**src/rtl/sep_pkg.sv**
```systemverilog
package sep_pkg;

    typedef enum logic [2:0] {
        ST_START      = 3'd0,
        ST_OFF        = 3'd1,
        ST_ARM_RISE   = 3'd2,
        ST_RISE       = 3'd3,
        ST_SETTLE_ON  = 3'd4,
        ST_ON         = 3'd5,
        ST_FALL       = 3'd6,
        ST_SETTLE_OFF = 3'd7
    } sep_state_e;

    typedef struct packed {
        logic off_exit;   // incremented count no longer above latched duty
        logic on_exit;    // incremented count reached latched duty
        logic full_req;   // live doubled request at or above full threshold
        logic req_zero;   // live request is zero
    } sep_duty_flags_t;

    function automatic logic sep_is_fast(input sep_state_e s);
        return (s == ST_RISE) || (s == ST_SETTLE_ON) ||
               (s == ST_FALL) || (s == ST_SETTLE_OFF);
    endfunction

    function automatic logic sep_is_ramp(input sep_state_e s);
        return (s == ST_RISE) || (s == ST_FALL);
    endfunction

    function automatic logic sep_is_high(input sep_state_e s);
        return (s == ST_SETTLE_ON) || (s == ST_ON);
    endfunction

endpackage

```
**src/rtl/sep_timebase.sv**
```systemverilog
module sep_timebase #(
    parameter int FAST_W = 8,
    parameter int DIV_W  = 3
) (
    input  logic              clk,
    input  logic              rst,
    input  logic              fast_mode,
    output logic              tick,
    output logic [FAST_W-1:0] phase
);
    localparam int TW = FAST_W + DIV_W;
    localparam logic [TW-1:0] FAST_LIM = TW'((1 << FAST_W) - 1);
    localparam logic [TW-1:0] SLOW_LIM = '1;

    logic [TW-1:0] tcnt_q;

    assign tick  = (tcnt_q == (fast_mode ? FAST_LIM : SLOW_LIM));
    assign phase = tcnt_q[FAST_W-1:0];

    always_ff @(posedge clk) begin
        if (rst)       tcnt_q <= '0;
        else if (tick) tcnt_q <= '0;
        else           tcnt_q <= tcnt_q + TW'(1);
    end

    // fast-rate states are only ever entered on a tick, so the count starts at zero
    AST_FAST_WINDOW: assert property (@(posedge clk) disable iff (rst)
        fast_mode |-> (tcnt_q <= FAST_LIM));

endmodule

```
**src/rtl/sep_duty_track.sv**
```systemverilog
module sep_duty_track import sep_pkg::*; #(
    parameter int DUTY_W = 7
) (
    input  logic              clk,
    input  logic              rst,
    input  logic [DUTY_W-1:0] req,
    input  logic              capture,
    input  logic              step,
    output sep_duty_flags_t   flags
);
    localparam int DW1 = DUTY_W + 1;
    localparam logic [DW1-1:0] FULL_THR = DW1'((1 << DW1) - 3);

    logic [DW1-1:0] duty_q;
    logic [DW1-1:0] cnt_q;
    logic [DW1-1:0] cnt_inc;
    logic [DW1-1:0] req2;

    assign req2    = {req, 1'b0};
    assign cnt_inc = cnt_q + DW1'(1);

    always_comb begin
        flags.off_exit = (cnt_inc <= duty_q);
        flags.on_exit  = (cnt_inc >= duty_q);
        flags.full_req = (req2 >= FULL_THR);
        flags.req_zero = (req == '0);
    end

    always_ff @(posedge clk) begin
        if (rst) begin
            duty_q <= '0;
            cnt_q  <= '0;
        end else begin
            if (capture) duty_q <= req2;
            if (step)    cnt_q  <= cnt_inc;
        end
    end

    AST_DUTY_HELD: assert property (@(posedge clk) disable iff (rst)
        !capture |=> $stable(duty_q));

    AST_COUNT_FROZEN: assert property (@(posedge clk) disable iff (rst)
        !step |=> $stable(cnt_q));

endmodule

```
**src/rtl/sep_ramp.sv**
```systemverilog
module sep_ramp #(
    parameter int FAST_W = 8,
    parameter int STEP_W = 4
) (
    input  logic              clk,
    input  logic              rst,
    input  logic              load,
    input  logic              adv,
    input  logic              invert,
    input  logic [FAST_W-1:0] phase,
    output logic              level,
    output logic              last
);
    localparam int SH = FAST_W - STEP_W;

    logic [STEP_W-1:0] idx_q;
    logic [FAST_W:0]   step_no;
    logic [FAST_W:0]   cmp;
    logic              below;

    always_comb begin
        step_no = (FAST_W+1)'(idx_q) + (FAST_W+1)'(1);
        cmp     = step_no << SH;
        below   = ({1'b0, phase} < cmp);
        level   = invert ? !below : below;
        last    = &idx_q;
    end

    always_ff @(posedge clk) begin
        if (rst)               idx_q <= '0;
        else if (load)         idx_q <= '0;
        else if (adv && !last) idx_q <= idx_q + STEP_W'(1);
    end

    // the final step covers the whole fast period
    AST_LAST_STEP_FULL: assert property (@(posedge clk) disable iff (rst)
        (last && !load) |-> (level == !invert));

endmodule

```
**src/rtl/soft_edge_pwm.sv**
```systemverilog
module soft_edge_pwm import sep_pkg::*; #(
    parameter int FAST_W = 8,
    parameter int DIV_W  = 3,
    parameter int STEP_W = 4,
    parameter int DUTY_W = 7
) (
    input  logic              clk,
    input  logic              rst,
    input  logic [DUTY_W-1:0] duty_req,
    input  logic              hold,
    output logic              drive_o,
    output logic [2:0]        state_o
);
    sep_state_e        st_q, st_n;
    logic              tick;
    logic [FAST_W-1:0] phase;
    sep_duty_flags_t   flags;
    logic              cap, step;
    logic              ramp_level, ramp_last;
    logic              level;

    sep_timebase #(.FAST_W(FAST_W), .DIV_W(DIV_W)) u_tb (
        .clk       (clk),
        .rst       (rst),
        .fast_mode (sep_is_fast(st_q)),
        .tick      (tick),
        .phase     (phase)
    );

    sep_duty_track #(.DUTY_W(DUTY_W)) u_duty (
        .clk     (clk),
        .rst     (rst),
        .req     (duty_req),
        .capture (cap),
        .step    (step),
        .flags   (flags)
    );

    sep_ramp #(.FAST_W(FAST_W), .STEP_W(STEP_W)) u_ramp (
        .clk    (clk),
        .rst    (rst),
        .load   (!sep_is_ramp(st_q)),
        .adv    (tick && sep_is_ramp(st_q)),
        .invert (st_q == ST_FALL),
        .phase  (phase),
        .level  (ramp_level),
        .last   (ramp_last)
    );

    always_comb begin
        st_n = st_q;
        cap  = 1'b0;
        step = 1'b0;
        unique case (st_q)
            ST_START: if (tick && !hold) begin
                cap = 1'b1;
                if (!flags.req_zero) st_n = ST_OFF;
            end
            ST_OFF: if (tick) begin
                step = 1'b1;
                if (flags.off_exit) st_n = ST_ARM_RISE;
            end
            ST_ARM_RISE:  if (tick) st_n = ST_RISE;
            ST_RISE:      if (tick && ramp_last) st_n = ST_SETTLE_ON;
            ST_SETTLE_ON: if (tick) st_n = ST_ON;
            ST_ON: if (tick && !hold) begin
                step = 1'b1;
                if (flags.on_exit && !flags.full_req) st_n = ST_FALL;
            end
            ST_FALL:       if (tick && ramp_last) st_n = ST_SETTLE_OFF;
            ST_SETTLE_OFF: if (tick) st_n = ST_START;
            default:       st_n = ST_START;
        endcase
    end

    always_comb begin
        if (sep_is_ramp(st_q)) level = ramp_level;
        else                   level = sep_is_high(st_q);
    end

    always_ff @(posedge clk) begin
        if (rst) begin
            st_q    <= ST_START;
            drive_o <= 1'b0;
        end else begin
            st_q    <= st_n;
            drive_o <= level;
        end
    end

    assign state_o = st_q;

    AST_RESET_LOW: assert property (@(posedge clk) disable iff (rst)
        $past(rst) |-> (!drive_o && state_o == 3'd0));

    AST_ZERO_STAYS: assert property (@(posedge clk) disable iff (rst)
        (st_q == ST_START && tick && duty_req == '0) |=> (st_q == ST_START));

    AST_OFF_LOW: assert property (@(posedge clk) disable iff (rst)
        (st_q == ST_OFF) |=> !drive_o);

    AST_ON_HIGH: assert property (@(posedge clk) disable iff (rst)
        (st_q == ST_ON) |=> drive_o);

    AST_ARM_ONE_TICK: assert property (@(posedge clk) disable iff (rst)
        (st_q == ST_ARM_RISE && tick) |=> (st_q == ST_RISE));

    AST_SETTLE_ONE_TICK: assert property (@(posedge clk) disable iff (rst)
        (st_q == ST_SETTLE_OFF && tick) |=> (st_q == ST_START));

    AST_FULL_STAYS: assert property (@(posedge clk) disable iff (rst)
        (st_q == ST_ON && flags.full_req) |=> (st_q == ST_ON));

    AST_HOLD_START: assert property (@(posedge clk) disable iff (rst)
        (st_q == ST_START && hold) |=> (st_q == ST_START && !drive_o));

    AST_HOLD_ON: assert property (@(posedge clk) disable iff (rst)
        (st_q == ST_ON && hold) |=> (st_q == ST_ON && drive_o));

endmodule

```
**config.mk**
```make
export PLATFORM = sky130hd
export DESIGN_NAME = soft_edge_pwm
export DESIGN_NICKNAME = d
export VERILOG_FILES = /design/src/rtl/sep_pkg.sv /design/src/rtl/sep_timebase.sv /design/src/rtl/sep_duty_track.sv /design/src/rtl/sep_ramp.sv /design/src/rtl/soft_edge_pwm.sv
export SDC_FILE = /design/constraint.sdc
export NUM_CORES = 1
export LEC_CHECK = 0
export CAP_MARGIN = 15
export CORE_UTILIZATION = 50
export CTS_BUF_LIST = sky130_fd_sc_hd__clkbuf_16
export DETAILED_ROUTE_END_ITERATION = 12
export PLACE_DENSITY = 0.69
export SYNTH_ARGS = -nofsm -noshare
export SYNTH_HDL_FRONTEND = slang
export SYNTH_HIERARCHICAL = 1
export SYNTH_SLANG_ARGS = --single-unit
```
**constraint.sdc**
```tcl
create_clock -name clk -period 3.8 [get_ports clk]
set_input_delay 0.38 -clock clk [delete_from_list [all_inputs] [get_ports clk]]
set_output_delay 0.38 -clock clk [all_outputs]
set_load 0.005 [all_outputs]
```
==> impl_metrics.yaml, run 1 <==
outcome:
  outcome: "finished clean"
finish:
  multi_input_area_mm2: 0.001264
  drive_above_1_share: 0.07422
  stdcell_count: 306
  fin_util: 0.5862
  nFillCells: 369
  finalInstanceArea_mm2: 0.002345
  fin_nets: 278
  seqCellArea_um2: 680.7
  area_delta_synth_final_pct: 12.89
  num_antenna_cells: 0
worst_setup_path:
  path_cells: "nor2b_1 > a21o_1 > nor4b_1 > o21ai_0 > nor2_1 > buf_4 > nand2_1 > a21oi_1 > nand4_2 > or3_1 > a21oi_1"
  slowest_delay_ns: 0.53
  cpMaxStageDelayCell: "dfxtp_1"
  path_max_fanout: 11
  critPathArrivalTime_ns: 3.37
  required_ns: 4.00
  crit_type: "register to register"
  critPathLaunchType: "register"
  crit_top_cell: "a21oi_1"
  end_kind: "register"
clock_network:
  holdBufCountCts: 0
  clockBufferDepth: 2
  clock_latency_ns: 0.28
  numCtsBuffers: 5
  cts.repair.resized: 0
  root_buffer: "clkbuf_16"
  cts_tree: "yes"
  cts_setup_buffers: 0
  ctsHtreeMaxLevel: 2
  cts_sinks: 34
  clk_pin_slew_ns: 0.06
synthesis:
  syn_nets: 268
  syn_inst: 245
  syn-cell-area_mm2: 0.002077
  synth.avg_cell_area_um2: 8.478
  yosys_warnings: 6
detailed_routing:
  drt-pass1-iter-count: 4
  wire_per_inst_um: 12.68
  finalWirelength_mm: 3.881
  postRouteAntennaNets: 0
  drc: 0
  vias: 1680
  via_per_inst: 5.490
  drt_first_iter_violations: 91
sta:
  rsz0062_at_grt: "no"
  drv_slew: 0
  fin_tns_setup_ns: 0
  slew_headroom: 0.4920
  min_period_ns: 3.171
  final_hold_viol_count: 0
  finalWorstSetupSlack_ns: 0.6289
  clock_skew_ns: 0.004960
  setup_viol: 0
  worstMarginPinSlew_ns: 0.7597
  holdWs_ns: 0.4624
  period_share: 0.8345
  max_freq_mhz: 315.3
die:
  initial_utilization: 0.5192
  fp-row-count: 23
  core_mm2: 0.004000
  die_w_um: 66.45
  fp.dieH_um: 66.45
  dieArea_mm2: 0.004416
  pin_count: 14
placement:
  preCtsSetupSlack_ns: 0.6597
  portBuffers: 13
  place_inst: 298
  gp_congestion: 0.7502
  dp_hpwl_mm: 2.828
  place_area_mm2: 0.002208
global_routing:
  grt_overflow: 0
  grt_pass1_wl_mm: 6.610
  grtUsageTotal: 0.1988
  grt_max_degree: 21
  grt_pass1_vias: 1506
  antenna_found_initial: 0
power:
  max-vdd-ir-drop_mv: 0.1606
  switchingPower_uw: 195.6
  p_leak_nw: 0.8724
  combPwrFrac: 0.097
  seq_power_share: 0.454
  total_power_uw: 843.4
  p_sw_frac: 0.2319
  p_int_uw: 647.9
  powerDensity_mw_per_mm2: 359.7
  clockPowerShare: 0.449
min_path:
  min_path_type: "register to register"
run:
  max-cap-violations: 0
flip-flops by register name (all words and copies together), names as in the netlist:
name           cells
u_tb/tcnt_q       11
state_o            3
u_duty/duty_q      7
drive_o            1
u_ramp/idx_q       4
u_duty/cnt_q       8
area by class of cell:
cell class,count,share of cell area
Sequential cell,34,0.2903
Tap cell,50,0.02668
Clock inverter,3,0.004803
Clock buffer,5,0.05336
Timing Repair Buffer,16,0.06510
Multi-Input combinational cell,185,0.5390
Inverter,13,0.02081
cells in the final DEF (no fill, tap or decap), types with 9 or more instances in the layout:
cell type and count:
nand2_1 10, clkdlybuf4s50_1 13, inv_1 13, nor2_1 34
dfxtp_1 34, o21ai_0 9, nand4_1 10, mux2i_1 9
a21oi_1 14, nand3_1 11, xor2_1 14, ha_1 13
power groups by stage:
stage	registers [mW]	clock network, mW	logic (mW)
6_report	0.383	0.379	0.0818
3_5_place_dp	0.390	0	0.0810
3_3_place_gp	0.390	0	0.0796
2_1_floorplan	0.380	0	0.0641
4_1_cts	0.383	0.390	0.0819
5_1_grt	0.385	0.403	0.0902
critical path, delay by kind of cell (launching register included):
| kind | cells | cell delay, ns |
|---|---|---|
| AOI/OAI and AO/OA | 4 | 1.02 |
| DFF | 1 | 0.53 |
| and+or+nand+nor | 6 | 1.37 |
| buffers and inverters | 1 | 0.17 |
routing by layer:
metal	up-vias	routed length, um	track usage
met5	-	0	0
met4	0	20	0.06383
met3	2	165	0.06164
met2	31	1737	0.3036
met1	762	1957	0.2643
li1	885	-	-
worst paths after layout:
kind	endpoint	slack, ns	from	depth (start not counted)
min reg2reg	u_tb/tcnt_q[0]	0.46	u_tb/tcnt_q[0]	1
max reg2reg	u_duty/cnt_q[5]	0.63	state_o[2]	11
min	u_tb/tcnt_q[0]	0.46	u_tb/tcnt_q[0]	1
max	u_duty/cnt_q[5]	0.63	state_o[2]	11
Power figures use the tool's default switching activity.
==> run 2, diff against run 1 <==
--- a/config.mk
+++ b/config.mk
@@ -9,7 +9,7 @@
 export CORE_UTILIZATION = 50
 export CTS_BUF_LIST = sky130_fd_sc_hd__clkbuf_16
 export DETAILED_ROUTE_END_ITERATION = 12
-export PLACE_DENSITY = 0.69
+export PLACE_DENSITY = 0.72
 export SYNTH_ARGS = -nofsm -noshare
 export SYNTH_HDL_FRONTEND = slang
 export SYNTH_HIERARCHICAL = 1
==> constraint.sdc (replaced) <==
create_clock -name clk -period 2.9 [get_ports clk]
set_input_delay 0.29 -clock clk [delete_from_list [all_inputs] [get_ports clk]]
set_output_delay 0.29 -clock clk [all_outputs]
set_load 0.005 [all_outputs]
==> run 2 against run 1 <==
  * Hold slack better by 0.0031 ns
  * Sequential power grew 28%
  * Routed wire length fell by 2.8%
  * Cell area up 3.0%
  * Clock-buffer cell count unchanged
  * Highest routed layer unchanged
  * Non-clock buffer count up 7
==> impl_metrics.yaml, run 2 (synthesis results as in run 1) <==
die:
  initial_utilization: 0.5192
  fp.dieH_um: 66.45
  fp-row-count: 23
  pin_count: 14
  dieArea_mm2: 0.004416
  core_mm2: 0.004000
  die_w_um: 66.45
power:
  powerDensity_mw_per_mm2: 460.4
  total_power_mw: 1.112
  p_leak_nw: 0.9137
  max-vdd-ir-drop_mv: 0.2200
global_routing:
  antenna_found_initial: 0
  grt_pass1_vias: 1464
  grtUsageTotal: 0.1937
  grt_overflow: 0
  grt_max_degree: 13
  grt_pass1_wl_mm: 6.375
clock_network:
  ctsHtreeMaxLevel: 2
  cts_tree: "yes"
  root_buffer: "clkbuf_16"
  numCtsBuffers: 5
  clock_latency_ns: 0.28
  cts_sinks: 34
  clk_pin_slew_ns: 0.05
  holdBufCountCts: 0
  clockBufferDepth: 2
sta:
  holdWs_ns: 0.4655
  rsz0062_at_grt: "no"
  max_freq_mhz: 375.2
  drv_slew: 0
  worstMarginPinSlew_ns: 0.5525
  slew_headroom: 0.6222
  finalWorstSetupSlack_ns: 0.2349
  period_share: 0.9190
  clock_skew_ns: 0.004505
  min_period_ns: 2.665
  setup_viol: 0
  final_hold_viol_count: 0
  fin_tns_setup_ns: 0
detailed_routing:
  drt-pass1-iter-count: 4
  drc: 0
  via_per_inst: 5.428
  vias: 1699
  drt_first_iter_violations: 88
  wire_per_inst_um: 12.05
  postRouteAntennaNets: 0
  finalWirelength_mm: 3.771
finish:
  area_delta_synth_final_pct: 16.33
  nFillCells: 347
  drive_above_1_share: 0.1217
  largest-register: "u_tb/tcnt_q"
  num_antenna_cells: 0
  largest_register_ffs: 11
  fin_util: 0.6040
  mostFrequentLayoutCell: "nor2_1"
  fin_nets: 285
  mostFrequentLayoutCells: "nor2_1, dfxtp_1, a21oi_1, xor2_1, inv_1"
  finalInstanceArea_mm2: 0.002416
  top_regs: "u_tb/tcnt_q: 11 flops, u_duty/cnt_q: 8 flops, u_duty/duty_q: 7 flops"
  stdcell_count: 313
worst_setup_path:
  rr_worst_depth: 12
  reg2reg_slack_ns: 0.23
  endpoint: "state_o[0]"
  critPathLaunchType: "register"
  critPathArrivalTime_ns: 2.83
  reg2reg_to: "state_o[0]"
  required_ns: 3.07
  path_max_fanout: 6
  worstSetupStartpoint: "u_duty/cnt_q[0]"
  crit_type: "register to register"
  end_kind: "register"
  reg2reg_from: "u_duty/cnt_q[0]"
placement:
  preCtsSetupSlack_ns: 0.08528
  gp_congestion: 0.7523
  place_area_mm2: 0.002261
  place_inst: 305
  dp_hpwl_mm: 2.805
  portBuffers: 13
outcome:
  outcome: "finished clean"
run:
  max-cap-violations: 0
min_path:
  min_path_type: "register to register"
-- run 2: layout make-up --
cell class / instances / area, um2 / area share
multi-input cells: 185 / 1276 / 0.5282
repair buffers: 23 / 205.2 / 0.08493
clock inverters: 3 / 12.51 / 0.005179
inverters: 13 / 48.80 / 0.02020
well taps: 50 / 62.56 / 0.02589
flip-flops and latches: 34 / 685.7 / 0.2838
clock buffers: 5 / 125.1 / 0.05179
-- run 2: where the power goes --
part           switching [mW]  total (mW)  internal (mW)
Clock                   0.186       0.495          0.310
Sequential             0.0132       0.492          0.479
Combinational          0.0563       0.125         0.0684
-- run 2: how the worst min path moves through the flow --
stage	start	end	slack, ns	cells after the start
floorplan	rst	drive_o	0.36	1
CTS	u_tb/tcnt_q[0]	u_tb/tcnt_q[0]	0.47	1
finish	u_tb/tcnt_q[0]	u_tb/tcnt_q[0]	0.47	1
detailed placement	u_tb/tcnt_q[0]	u_tb/tcnt_q[0]	0.46	1
global route	u_tb/tcnt_q[0]	u_tb/tcnt_q[0]	0.49	1
global placement	u_tb/tcnt_q[0]	u_tb/tcnt_q[0]	0.45	1
-- run 2: worst max-delay path, cell delays in order, from the launching register on --
cell and delay [ns]:
dfxtp_2 0.40, ha_4 0.19, nand2_1 0.05, nor2_1 0.11, xor2_1 0.09, ha_1 0.30
nand2_1 0.06, o21ai_0 0.20, or2_1 0.14, nand4b_1 0.09, o211a_1 0.25, a2111oi_2 0.31
mux2_2 0.37
-- run 2: repair_timing --
item / 4_1_cts / 5_1_grt
buffers inserted: 0 / 0
endpoints found under the setup margin: 0 / 2
resized for setup: 0 / 6
-- run 2: per-layer routing --
metal | track usage | share of wire | vias up
li1 | - | - | 893
met1 | 0.2560 | 0.52 | 770
met2 | 0.2883 | 0.42 | 30
met3 | 0.06678 | 0.042 | 6
met4 | 0.07181 | 0.017 | 0
met5 | 0 | 0 | -
==> run 3, diff against run 2 <==
--- a/config.mk
+++ b/config.mk
@@ -10,6 +10,7 @@
 export CTS_BUF_LIST = sky130_fd_sc_hd__clkbuf_16
 export DETAILED_ROUTE_END_ITERATION = 12
 export PLACE_DENSITY = 0.72
+export SLEW_MARGIN = 25
 export SYNTH_ARGS = -nofsm -noshare
 export SYNTH_HDL_FRONTEND = slang
 export SYNTH_HIERARCHICAL = 1
==> results of run 3 <==
The final DEF is identical to that of run 2; final timing and power are the same.
